File: config.mk
export PLATFORM = sky130hd
export DESIGN_NAME = pwr_gate_ctrl
export DESIGN_NICKNAME = d
export VERILOG_FILES = /design/src/rtl/pgc_pkg.sv /design/src/rtl/pgc_regs.sv /design/src/rtl/pgc_wait_timer.sv /design/src/rtl/pgc_seq.sv /design/src/rtl/pwr_gate_ctrl.sv
export SDC_FILE = /design/constraint.sdc
export NUM_CORES = 1
export LEC_CHECK = 0
export BUFFER_PORTS_ARGS = -buffer_cell sky130_fd_sc_hd__buf_2
export CAP_MARGIN = 20
export CORE_AREA = 4 4 61 104
export DETAILED_ROUTE_END_ITERATION = 10
export DIE_AREA = 0 0 65 108
export PLACE_DENSITY = 0.73
export SYNTH_ARGS = -nofsm -noshare
export SYNTH_HDL_FRONTEND = slang
export SYNTH_SLANG_ARGS = --single-unit
File: constraint.sdc
create_clock -name clk_i -period 3.65 [get_ports clk_i]
set_clock_uncertainty 0.2 [all_clocks]
set_input_delay 0.5475 -clock clk_i [delete_from_list [all_inputs] [get_ports clk_i]]
set_output_delay 0.5475 -clock clk_i [all_outputs]
set_load 0.05 [all_outputs]
File: src/rtl/pgc_pkg.sv
package pgc_pkg;
  localparam int unsigned SW_BIT   = 0;
  localparam int unsigned HW_BIT   = 1;
  localparam int unsigned OVR_BIT  = 2;
  localparam int unsigned CW_LSB   = 12;
  localparam int unsigned FW_LSB   = 16;
  localparam int unsigned RW_LSB   = 20;
  localparam int unsigned STAT_BIT = 31;

  typedef enum logic [3:0] {
    ST_ON, ST_DN_CLK, ST_DN_CLAMP, ST_DN_OFF, ST_OFF,
    ST_UP_FEW, ST_UP_REST, ST_UP_ACK, ST_UP_RST
  } seq_state_e;
endpackage

File: src/rtl/pgc_regs.sv
module pgc_regs import pgc_pkg::*; #(
  parameter int unsigned EXP_W = 4
) (
  input  logic             clk_i,
  input  logic             rst_ni,
  input  logic             wr_en_i,
  input  logic [31:0]      wr_data_i,
  input  logic             status_i,
  output logic [31:0]      rd_data_o,
  output logic             sw_collapse_o,
  output logic             hw_mode_o,
  output logic             override_o,
  output logic [EXP_W-1:0] cw_exp_o,
  output logic [EXP_W-1:0] fw_exp_o,
  output logic [EXP_W-1:0] rw_exp_o,
  output logic             mode_flip_o
);
  logic             sw_q, hw_q, ovr_q, flip_q;
  logic [EXP_W-1:0] cw_q, fw_q, rw_q;
  logic             unused_wbits;

  assign unused_wbits = ^{wr_data_i[11:3], wr_data_i[31:24]};

  always_ff @(posedge clk_i or negedge rst_ni) begin
    if (!rst_ni) begin
      sw_q   <= 1'b0;
      hw_q   <= 1'b0;
      ovr_q  <= 1'b0;
      cw_q   <= '0;
      fw_q   <= '0;
      rw_q   <= '0;
      flip_q <= 1'b0;
    end else begin
      flip_q <= wr_en_i && !sw_q && (wr_data_i[HW_BIT] != hw_q);
      if (wr_en_i) begin
        sw_q  <= wr_data_i[SW_BIT];
        ovr_q <= wr_data_i[OVR_BIT];
        cw_q  <= wr_data_i[CW_LSB +: EXP_W];
        fw_q  <= wr_data_i[FW_LSB +: EXP_W];
        rw_q  <= wr_data_i[RW_LSB +: EXP_W];
        // mode bit only moves while software votes for power
        if (!sw_q) hw_q <= wr_data_i[HW_BIT];
      end
    end
  end

  always_comb begin
    rd_data_o                   = '0;
    rd_data_o[SW_BIT]           = sw_q;
    rd_data_o[HW_BIT]           = hw_q;
    rd_data_o[OVR_BIT]          = ovr_q;
    rd_data_o[CW_LSB +: EXP_W]  = cw_q;
    rd_data_o[FW_LSB +: EXP_W]  = fw_q;
    rd_data_o[RW_LSB +: EXP_W]  = rw_q;
    rd_data_o[STAT_BIT]         = status_i;
  end

  assign sw_collapse_o = sw_q;
  assign hw_mode_o     = hw_q;
  assign override_o    = ovr_q;
  assign cw_exp_o      = cw_q;
  assign fw_exp_o      = fw_q;
  assign rw_exp_o      = rw_q;
  assign mode_flip_o   = flip_q;

  assert_hw_gate_R7: assert property (@(posedge clk_i) disable iff (!rst_ni)
    (wr_en_i && sw_q) |=> $stable(hw_q));
endmodule

File: src/rtl/pgc_wait_timer.sv
module pgc_wait_timer #(
  parameter int unsigned EXP_W = 4
) (
  input  logic             clk_i,
  input  logic             rst_ni,
  input  logic             clear_i,
  input  logic [EXP_W-1:0] exp_i,
  input  logic             bypass_i,
  output logic             done_o
);
  localparam int unsigned CNT_W = 1 << EXP_W;

  logic [CNT_W-1:0] cnt_q, limit;

  assign limit  = ~({CNT_W{1'b1}} << exp_i);
  // >= keeps a shortened field from stalling a running wait
  assign done_o = bypass_i || (cnt_q >= limit);

  always_ff @(posedge clk_i or negedge rst_ni) begin
    if (!rst_ni)        cnt_q <= '0;
    else if (clear_i)   cnt_q <= '0;
    else if (!done_o)   cnt_q <= cnt_q + 1'b1;
  end
endmodule

File: src/rtl/pgc_seq.sv
module pgc_seq import pgc_pkg::*; #(
  parameter int unsigned EXP_W = 4
) (
  input  logic             clk_i,
  input  logic             rst_ni,
  input  logic             req_down_i,
  input  logic             flip_i,
  input  logic             sw_ack_i,
  input  logic             timer_done_i,
  input  logic [EXP_W-1:0] cw_exp_i,
  input  logic [EXP_W-1:0] fw_exp_i,
  input  logic [EXP_W-1:0] rw_exp_i,
  output logic [EXP_W-1:0] timer_exp_o,
  output logic             timer_clear_o,
  output logic             few_sw_en_o,
  output logic             rest_sw_en_o,
  output logic             clk_dis_o,
  output logic             clamp_o,
  output logic             dom_rst_no,
  output logic             status_o
);
  seq_state_e state_q, state_d;
  logic       pend_q;

  always_comb begin
    state_d = state_q;
    unique case (state_q)
      ST_ON:       if (req_down_i || pend_q) state_d = ST_DN_CLK;
      ST_DN_CLK:   if (timer_done_i) state_d = ST_DN_CLAMP;
      ST_DN_CLAMP: if (timer_done_i) state_d = ST_DN_OFF;
      ST_DN_OFF:   if (!sw_ack_i) state_d = ST_OFF;
      ST_OFF:      if (!req_down_i) state_d = ST_UP_FEW;
      ST_UP_FEW:   if (timer_done_i) state_d = ST_UP_REST;
      ST_UP_REST:  if (timer_done_i) state_d = ST_UP_ACK;
      ST_UP_ACK:   if (sw_ack_i) state_d = ST_UP_RST;
      ST_UP_RST:   state_d = ST_ON;
      default:     state_d = ST_ON;
    endcase
  end

  always_ff @(posedge clk_i or negedge rst_ni) begin
    if (!rst_ni) begin
      state_q <= ST_ON;
      pend_q  <= 1'b0;
    end else begin
      state_q <= state_d;
      if (flip_i) pend_q <= 1'b1;
      else if (state_q == ST_ON && state_d == ST_DN_CLK) pend_q <= 1'b0;
    end
  end

  assign timer_clear_o = (state_d != state_q);

  always_comb begin
    unique case (state_q)
      ST_UP_FEW:  timer_exp_o = fw_exp_i;
      ST_UP_REST: timer_exp_o = rw_exp_i;
      default:    timer_exp_o = cw_exp_i;
    endcase
  end

  always_comb begin
    few_sw_en_o  = 1'b1;
    rest_sw_en_o = 1'b1;
    clk_dis_o    = 1'b1;
    clamp_o      = 1'b1;
    dom_rst_no   = 1'b1;
    status_o     = 1'b0;
    unique case (state_q)
      ST_ON: begin
        clk_dis_o = 1'b0;
        clamp_o   = 1'b0;
        status_o  = 1'b1;
      end
      ST_DN_CLK:   clamp_o = 1'b0;
      ST_DN_OFF, ST_OFF: begin
        few_sw_en_o  = 1'b0;
        rest_sw_en_o = 1'b0;
      end
      ST_UP_FEW:   rest_sw_en_o = 1'b0;
      ST_UP_RST: begin
        clamp_o    = 1'b0;
        dom_rst_no = 1'b0;
      end
      default: ;
    endcase
  end

  assert_rest_needs_few_R11: assert property (@(posedge clk_i) disable iff (!rst_ni)
    rest_sw_en_o |-> few_sw_en_o);
  assert_clamp_after_clk_R3: assert property (@(posedge clk_i) disable iff (!rst_ni)
    $rose(clamp_o) |-> $past(clk_dis_o));
  assert_off_after_clamp_R3: assert property (@(posedge clk_i) disable iff (!rst_ni)
    $fell(few_sw_en_o) |-> $past(clamp_o));
  assert_rst_pulse_R4: assert property (@(posedge clk_i) disable iff (!rst_ni)
    $fell(dom_rst_no) |=> $rose(dom_rst_no));
  assert_status_after_rst_R5: assert property (@(posedge clk_i) disable iff (!rst_ni)
    $rose(status_o) |-> $past(!dom_rst_no));
  assert_hold_req_R10: assert property (@(posedge clk_i) disable iff (!rst_ni)
    (state_q == ST_DN_CLAMP) |=> (state_q inside {ST_DN_CLAMP, ST_DN_OFF}));
endmodule

File: src/rtl/pwr_gate_ctrl.sv
module pwr_gate_ctrl import pgc_pkg::*; #(
  parameter int unsigned EXP_W = 4
) (
  input  logic        clk_i,
  input  logic        rst_ni,
  input  logic        reg_we_i,
  input  logic [31:0] reg_wdata_i,
  output logic [31:0] reg_rdata_o,
  input  logic        hw_req_i,
  input  logic        sw_ack_i,
  output logic        few_sw_en_o,
  output logic        rest_sw_en_o,
  output logic        clk_dis_o,
  output logic        clamp_o,
  output logic        dom_rst_no
);
  logic             sw_collapse, hw_mode, override_en, mode_flip, status;
  logic             req_down, t_clear, t_done;
  logic [EXP_W-1:0] cw_exp, fw_exp, rw_exp, t_exp;

  pgc_regs #(.EXP_W(EXP_W)) u_regs (
    .clk_i, .rst_ni,
    .wr_en_i       (reg_we_i),
    .wr_data_i     (reg_wdata_i),
    .status_i      (status),
    .rd_data_o     (reg_rdata_o),
    .sw_collapse_o (sw_collapse),
    .hw_mode_o     (hw_mode),
    .override_o    (override_en),
    .cw_exp_o      (cw_exp),
    .fw_exp_o      (fw_exp),
    .rw_exp_o      (rw_exp),
    .mode_flip_o   (mode_flip)
  );

  assign req_down = hw_mode ? hw_req_i : sw_collapse;

  pgc_wait_timer #(.EXP_W(EXP_W)) u_timer (
    .clk_i, .rst_ni,
    .clear_i  (t_clear),
    .exp_i    (t_exp),
    .bypass_i (override_en),
    .done_o   (t_done)
  );

  pgc_seq #(.EXP_W(EXP_W)) u_seq (
    .clk_i, .rst_ni,
    .req_down_i    (req_down),
    .flip_i        (mode_flip),
    .sw_ack_i      (sw_ack_i),
    .timer_done_i  (t_done),
    .cw_exp_i      (cw_exp),
    .fw_exp_i      (fw_exp),
    .rw_exp_i      (rw_exp),
    .timer_exp_o   (t_exp),
    .timer_clear_o (t_clear),
    .few_sw_en_o   (few_sw_en_o),
    .rest_sw_en_o  (rest_sw_en_o),
    .clk_dis_o     (clk_dis_o),
    .clamp_o       (clamp_o),
    .dom_rst_no    (dom_rst_no),
    .status_o      (status)
  );
endmodule

* Word level (Yosys, flattened, before mapping) *
Index checks and enable logic that the tools add are counted.

word-level totals
  flip-flop bits (word level) = 37
  bits of input ports = 37
  output and inout bits = 37
  logic and storage cells = 60

operators by class
  add/sub/neg operators = 1
  order comparisons = 1
  eq/ne operators = 12
  shift-type cells = 1
  muxes and demuxes = 21
  bitwise gates (word level) = 2
  reductions and logical operators = 12

operators with widths
  operator                                                              count
  16-bit 2-to-1 mux                                                     2
  4-bit 2-to-1 mux                                                      8
  4-bit one-hot mux with 8 select lines                                 1
  16-bit by 1-bit adder with 16-bit output (second input constant)      1
  4-bit by 3-bit == test with 1-bit output (second input constant)      4
  16-bit greater-or-equal comparator                                    1
  16-bit NOT                                                            1
  16-bit by 4-bit left shift with 16-bit output (first input constant)  1
  1-bit 2-to-1 mux                                                      9
  4-bit by 1-bit == test with 1-bit output (second input constant)      2
  4-bit by 2-bit == test with 1-bit output (second input constant)      2
  4-bit one-hot mux with 2 select lines                                 1
  3-bit OR reduction                                                    2
  4-bit == test (second input constant)                                 1
  4-bit zero test                                                       1
  4-bit != test                                                         1
  1-bit logical AND                                                     3
  1-bit logical OR                                                      2
  2-bit != test (second input constant)                                 1
  2-bit AND reduction                                                   1
  2-bit nonzero test                                                    1
  2-bit OR reduction                                                    1
  1-bit zero test                                                       1
  1-bit != test                                                         1
  1-bit NOT                                                             1

* Logic depth before layout (Yosys ltp) *
  depth in word-level cells = 12
  gate-level depth with buffers = 16
  mapped depth without buffers = 14

* By module *
From an unflattened synthesis, not the netlist that was laid out.

second synthesis, totals
  cell total of the unflattened synthesis = 288
  area, all modules = 2781.4 um^2

modules (own cells, without submodules)
  module          instances  cells an instance  area an instance (um^2)  sequential area each (um^2)
  pgc_wait_timer  1          146                1276.2                   400.4
  pgc_regs        1          69                 914.6                    400.4
  pgc_seq         1          72                 575.6                    125.1
  pwr_gate_ctrl   1          1                  15.0                     0.0

* Worst setup path after synthesis *
Ideal clock, no wire load.

  path kind = reg2reg
  start = register u_regs.fw_q[3], in the netlist u_regs.fw_exp_o[3]
  end = register u_timer.cnt_q[12]
  setup time = 78 ps
  arrival = 3302 ps
  required time = 3372 ps
  setup slack = 70 ps
  cell stages (with the launch flop) = 13
  buffers on the path = 0
  clock period less this slack = 3580 ps
  cells stage by stage = dfrtp_1 > inv_1 > a31oi_1 > o22ai_1 > a21oi_1 > and2_1 > nand2_1 > ha_1 > a21o_1 > a2111oi_4 > nand3_2 > or4_1 > a21oi_1

on the way
  word-level cells in the longest chain between the ends = 9
  elaborated cells between the ends (all ways) = 13
  those cells by class = order compare (1); eq/ne (2); shift (1); mux (7); bitwise (1); reduce/logical (1)

RTL lines
  element                                                              RTL line              source
  start: declaration                                                   pgc_regs.sv:19        logic [EXP_W-1:0] cw_q, fw_q, rw_q;
  start signal: assignment                                             pgc_regs.sv:39        fw_q <= wr_data_i[FW_LSB +: EXP_W];
  4-bit one-hot mux with 2 select lines *                              pgc_seq.sv:55         unique case (state_q)
  16-bit by 4-bit left shift with 16-bit output *                      pgc_wait_timer.sv:15  assign limit = ~({CNT_W{1'b1}} << exp_i);
  16-bit NOT *                                                         pgc_wait_timer.sv:15
  16-bit greater-or-equal comparator *                                 pgc_wait_timer.sv:17  assign done_o = bypass_i || (cnt_q >= limit);
  1-bit logical OR *                                                   pgc_wait_timer.sv:17
  4-bit 2-to-1 mux, on equally long branches                           n/a
  4-bit one-hot mux with 8 select lines                                pgc_seq.sv:27         unique case (state_q)
  4-bit != test                                                        pgc_seq.sv:52         assign timer_clear_o = (state_d != state_q);
  2-bit != test (no source line) or 16-bit 2-to-1 mux (tied branches)  n/a
  end signal: assignment                                               pgc_wait_timer.sv:22  else if (!done_o) cnt_q <= cnt_q + 1'b1;
  end: declaration                                                     pgc_wait_timer.sv:13  logic [CNT_W-1:0] cnt_q, limit;

Mark *: on every way between the ends. The rest lies on a longest branch, timed or not.
A chain may end at the register's enable or synchronous reset.

* Final worst setup path *
  start = register u_seq.state_q[3]
  end = register u_timer.cnt_q[15]

on the way
  word-level cells in the longest chain between the ends = 10
  elaborated cells between the ends (all ways) = 25
  those cells by class = order compare (1); eq/ne (9); shift (1); mux (11); bitwise (1); reduce/logical (2)

RTL lines
  element                                                              RTL line                      source
  start: declaration                                                   pgc_seq.sv:22                 seq_state_e state_q, state_d;
  start signal: assignment                                             pgc_seq.sv:46                 state_q <= state_d;
  4-bit by 3-bit == test with 1-bit output                             pgc_seq.sv:27, pgc_seq.sv:55
  4-bit one-hot mux with 2 select lines                                pgc_seq.sv:55
  16-bit by 4-bit left shift with 16-bit output                        pgc_wait_timer.sv:15
  16-bit NOT                                                           pgc_wait_timer.sv:15
  16-bit greater-or-equal comparator                                   pgc_wait_timer.sv:17
  1-bit logical OR                                                     pgc_wait_timer.sv:17
  4-bit 2-to-1 mux, on equally long branches                           n/a
  4-bit one-hot mux with 8 select lines                                pgc_seq.sv:27
  4-bit != test                                                        pgc_seq.sv:52
  2-bit != test (no source line) or 16-bit 2-to-1 mux (tied branches)  n/a

Several ways; a longest one is shown, not always the timed one.

==> flow_summary.ini <==
[logic_synthesis]
synthCells = 279
syn-cell-area_um2 = 2520
async_reset_ff_share_pct = 100
syn_area_per_cell_um2 = 9.03
synth.distinct_cells = 46
synthFlopType = dfrtp_1
yosysTopAreaCell = dfrtp_1
ys_seq_area_share_pct = 36.7
synth_area_leaders = dfrtp_1 (37%), ha_1 (7.9%), buf_4 (6.0%), a21oi_1 (5.4%), mux2_2 (4.9%)
yosys_warnings = 0
synth_seq_cells = 37
synth_edf_count = 0
synth_top_area_share_pct = 36.7

[setup_path]
arrival_ns = 3.65
cp.required_ns = 3.68
startpoint_type = flop
ff2ff_path_depth = 15
crit_path_end_kind = flop
rr_endpoint = u_timer.cnt_q[15]$_DFFE_PN0P_
critPathKind = reg -> reg
r2r-start = u_seq.state_q[3]$_DFF_PN0_
cp_max_fo = 6
r2r_slack_ns = 0.04

[clock_tree]
clk_path_buf_depth = 2
cts_max_level = 2
cts_tree = built
cts-root-buf = clkbuf_8
path_clk_slew_ns = 0.08
numCtsBuffers = 5
clock-sinks = 37
clock_latency_ns = 0.30

[status]
status = finished clean

[global_routing]
antenna_found_initial = 0
overflow = 0
grt_max_degree = 38
grt.total_usage_pct = 16.9
grt_pass1_vias = 2150
grt_pass1_wl_mm = 9.23

[cells_and_area]
multi_input_area_um2 = 1590
antennaDiodeCount = 0
stdcell_count = 417
design_area_um2 = 3200
final-seq-area_um2 = 928
final_nets = 393
syn_to_final_growth_pct = 26.9
nFillCells = 483
drive_gt1_share_pct = 39.0
finish.utilization_pct = 57.7

[sta]
fmax_mhz = 277
period_needed_ns = 3.61
hold_viol_final = 0
setup_tns_ns = 0
setup_viol = 0
slew_viol_final = 0
worstMarginPinSlew_ns = 0.835
final.setup.worst_slack_ns = 0.0359
period_share_pct = 99.0
grt_setup_unrepaired = true
hold_slack_ns = 0.144
maxSlewHeadroom_pct = 44.3

[power_and_ir_drop]
ir_drop_mv = 0.447
power_mw = 2.36
powerDensity_nw_per_um2 = 737
p_leak_nw = 1.46

[routing]
vias = 2226
route.detailed.drc = 0
wl_per_cell_um = 14.6
first_pass_iters = 4
routed_wl_mm = 6.08
first_iter_violations = 49
avgViaCountPerCell = 5.34
postRouteAntennaNets = 0

[die]
start_util_pct = 45.5
core-area_um2 = 5540
die_area_um2 = 7020
dieHeight_um = 108
ios = 74
fp-row-count = 36
fp.dieW_um = 65

[place]
gp_congestion = 0.777
dp_hpwl_mm = 4.23
dpl.cell_count = 399
io_buffers = 40
dpl-instance-area_um2 = 2840
place_ws_ns = 0.000812

[flow_run]
maxCapViolCount = 0

[min_path]
hold_path.class = in -> async
## worst max-delay path by stage
stage / to / start
2_1_floorplan: u_timer.cnt_q[12]$_DFFE_PN0P_ / u_regs.fw_exp_o[3]$_DFFE_PN0P_
3_3_place_gp: u_timer.cnt_q[14]$_DFFE_PN0P_ / u_seq.state_q[3]$_DFF_PN0_
3_5_place_dp: u_timer.cnt_q[14]$_DFFE_PN0P_ / u_seq.state_q[2]$_DFF_PN0_
4_1_cts: u_timer.cnt_q[14]$_DFFE_PN0P_ / u_seq.state_q[2]$_DFF_PN0_
5_1_grt: u_timer.cnt_q[15]$_DFFE_PN0P_ / u_seq.state_q[3]$_DFF_PN0_
6_report: u_timer.cnt_q[15]$_DFFE_PN0P_ / u_seq.state_q[3]$_DFF_PN0_
## report_power, final
group | switching (mW) | total [mW] | leakage, nW | internal [mW]
Clock | 0.148 | 0.280 | 0.0450 | 0.132
Sequential | 0.0655 | 0.531 | 0.470 | 0.465
Combinational | 0.903 | 1.55 | 0.948 | 0.642
Total | 1.12 | 2.36 | 1.46 | 1.24
## placed cells by master, fill, tap and decap left out, types with 3 or more instances in the layout
cell type   n
inv_1      13
nand2_1    18
nor2_1     16
conb_1     16
nor3_1      3
o31ai_1     4
o21ai_0    12
buf_4      26
a21oi_2     7
dfrtp_1    35
or4_1       4
or3_1       8
ha_1       13
clkbuf_8    5
nand3_1     4
nor2b_1     4
mux2i_1     3
a31oi_1     3
a21oi_1    20
o21ai_2     4
ha_4        3
xor2_1      5
mux2_2     11
nand4_1     6
buf_2      42
## layer usage
layer	GRT usage, %	vias up	part of all wire (%)
met1	15.7	1070	34
li1	-	1083	-
met2	32.7	54	58
met4	9.68	0	4.1
met5	0	-	0
met3	3.53	19	4.0
## flip-flops by register name (all words and copies together) (netlist names), 4 cells and up
name / flops
u_regs.fw_exp_o: 4
u_timer.cnt_q: 16
u_regs.rw_exp_o: 4
u_regs.cw_exp_o: 4
u_seq.state_q: 4
## cells in the mapped netlist, types with 2 or more instances
cell type / count
clkbuf_1: 6
nand3b_1: 2
a21o_1: 2
o21bai_1: 2
and2_1: 3
buf_1: 2
o31ai_1: 5
nor3_1: 3
and3_1: 2
dfrtp_1: 37
inv_1: 14
nor2b_1: 5
ha_1: 16
or3_1: 10
buf_2: 4
o22ai_1: 4
mux2_2: 11
xor2_1: 5
nand4_1: 6
nand2_1: 19
nand2b_1: 2
a31oi_1: 6
or4_1: 6
o21ai_0: 16
buf_4: 20
or2_2: 3
a21oi_1: 27
nand3_1: 4
mux2i_1: 3
nor2_1: 18
## layout make-up
cell class                 count  share of cell area (%)
sequential                    37                    29.0
timing repair buffer          71                    14.0
clock inverter                 2                   0.313
inverter                      14                    1.64
tap                           76                    2.97
clock buffer                   6                    2.27
multi-input combinational    211                    49.7
## worst max-delay path, cell delays in order (launching register included)
cell,delay (ns)
dfrtp_2,0.44
nand2b_4,0.16
or3_1,0.32
o21ai_2,0.07
a21oi_2,0.08
or2_4,0.30
nor2_4,0.14
ha_4,0.21
nor2b_1,0.13
o211a_1,0.25
o311ai_4,0.25
buf_4,0.17
nand4_1,0.15
buf_6,0.19
or3_4,0.36
a21oi_2,0.12
## repair_timing
action                                  in CTS  in global routing
gates resized for setup                      5                 43
hold buffers                                 0                  0
endpoints found under the hold margin        0                  0
gates cloned                                 0                  2
pin swaps                                    1                 30
endpoints found under the setup margin       5                 16
setup buffers                                0                  9
## cell families after synthesis
group                      Yosys count  share of synthesized area, %
muxes                               14                          6.11
AOI/OAI and AO/OA                   70                          17.9
adders and majority gates           16                          7.94
buffers and inverters               46                          10.0
other                                1                         0.149
and+or+nand+nor                     89                          19.0
xor gates and xnor gates             6                          2.09
DFF                                 37                          36.7
Power figures use the tool's default switching activity.
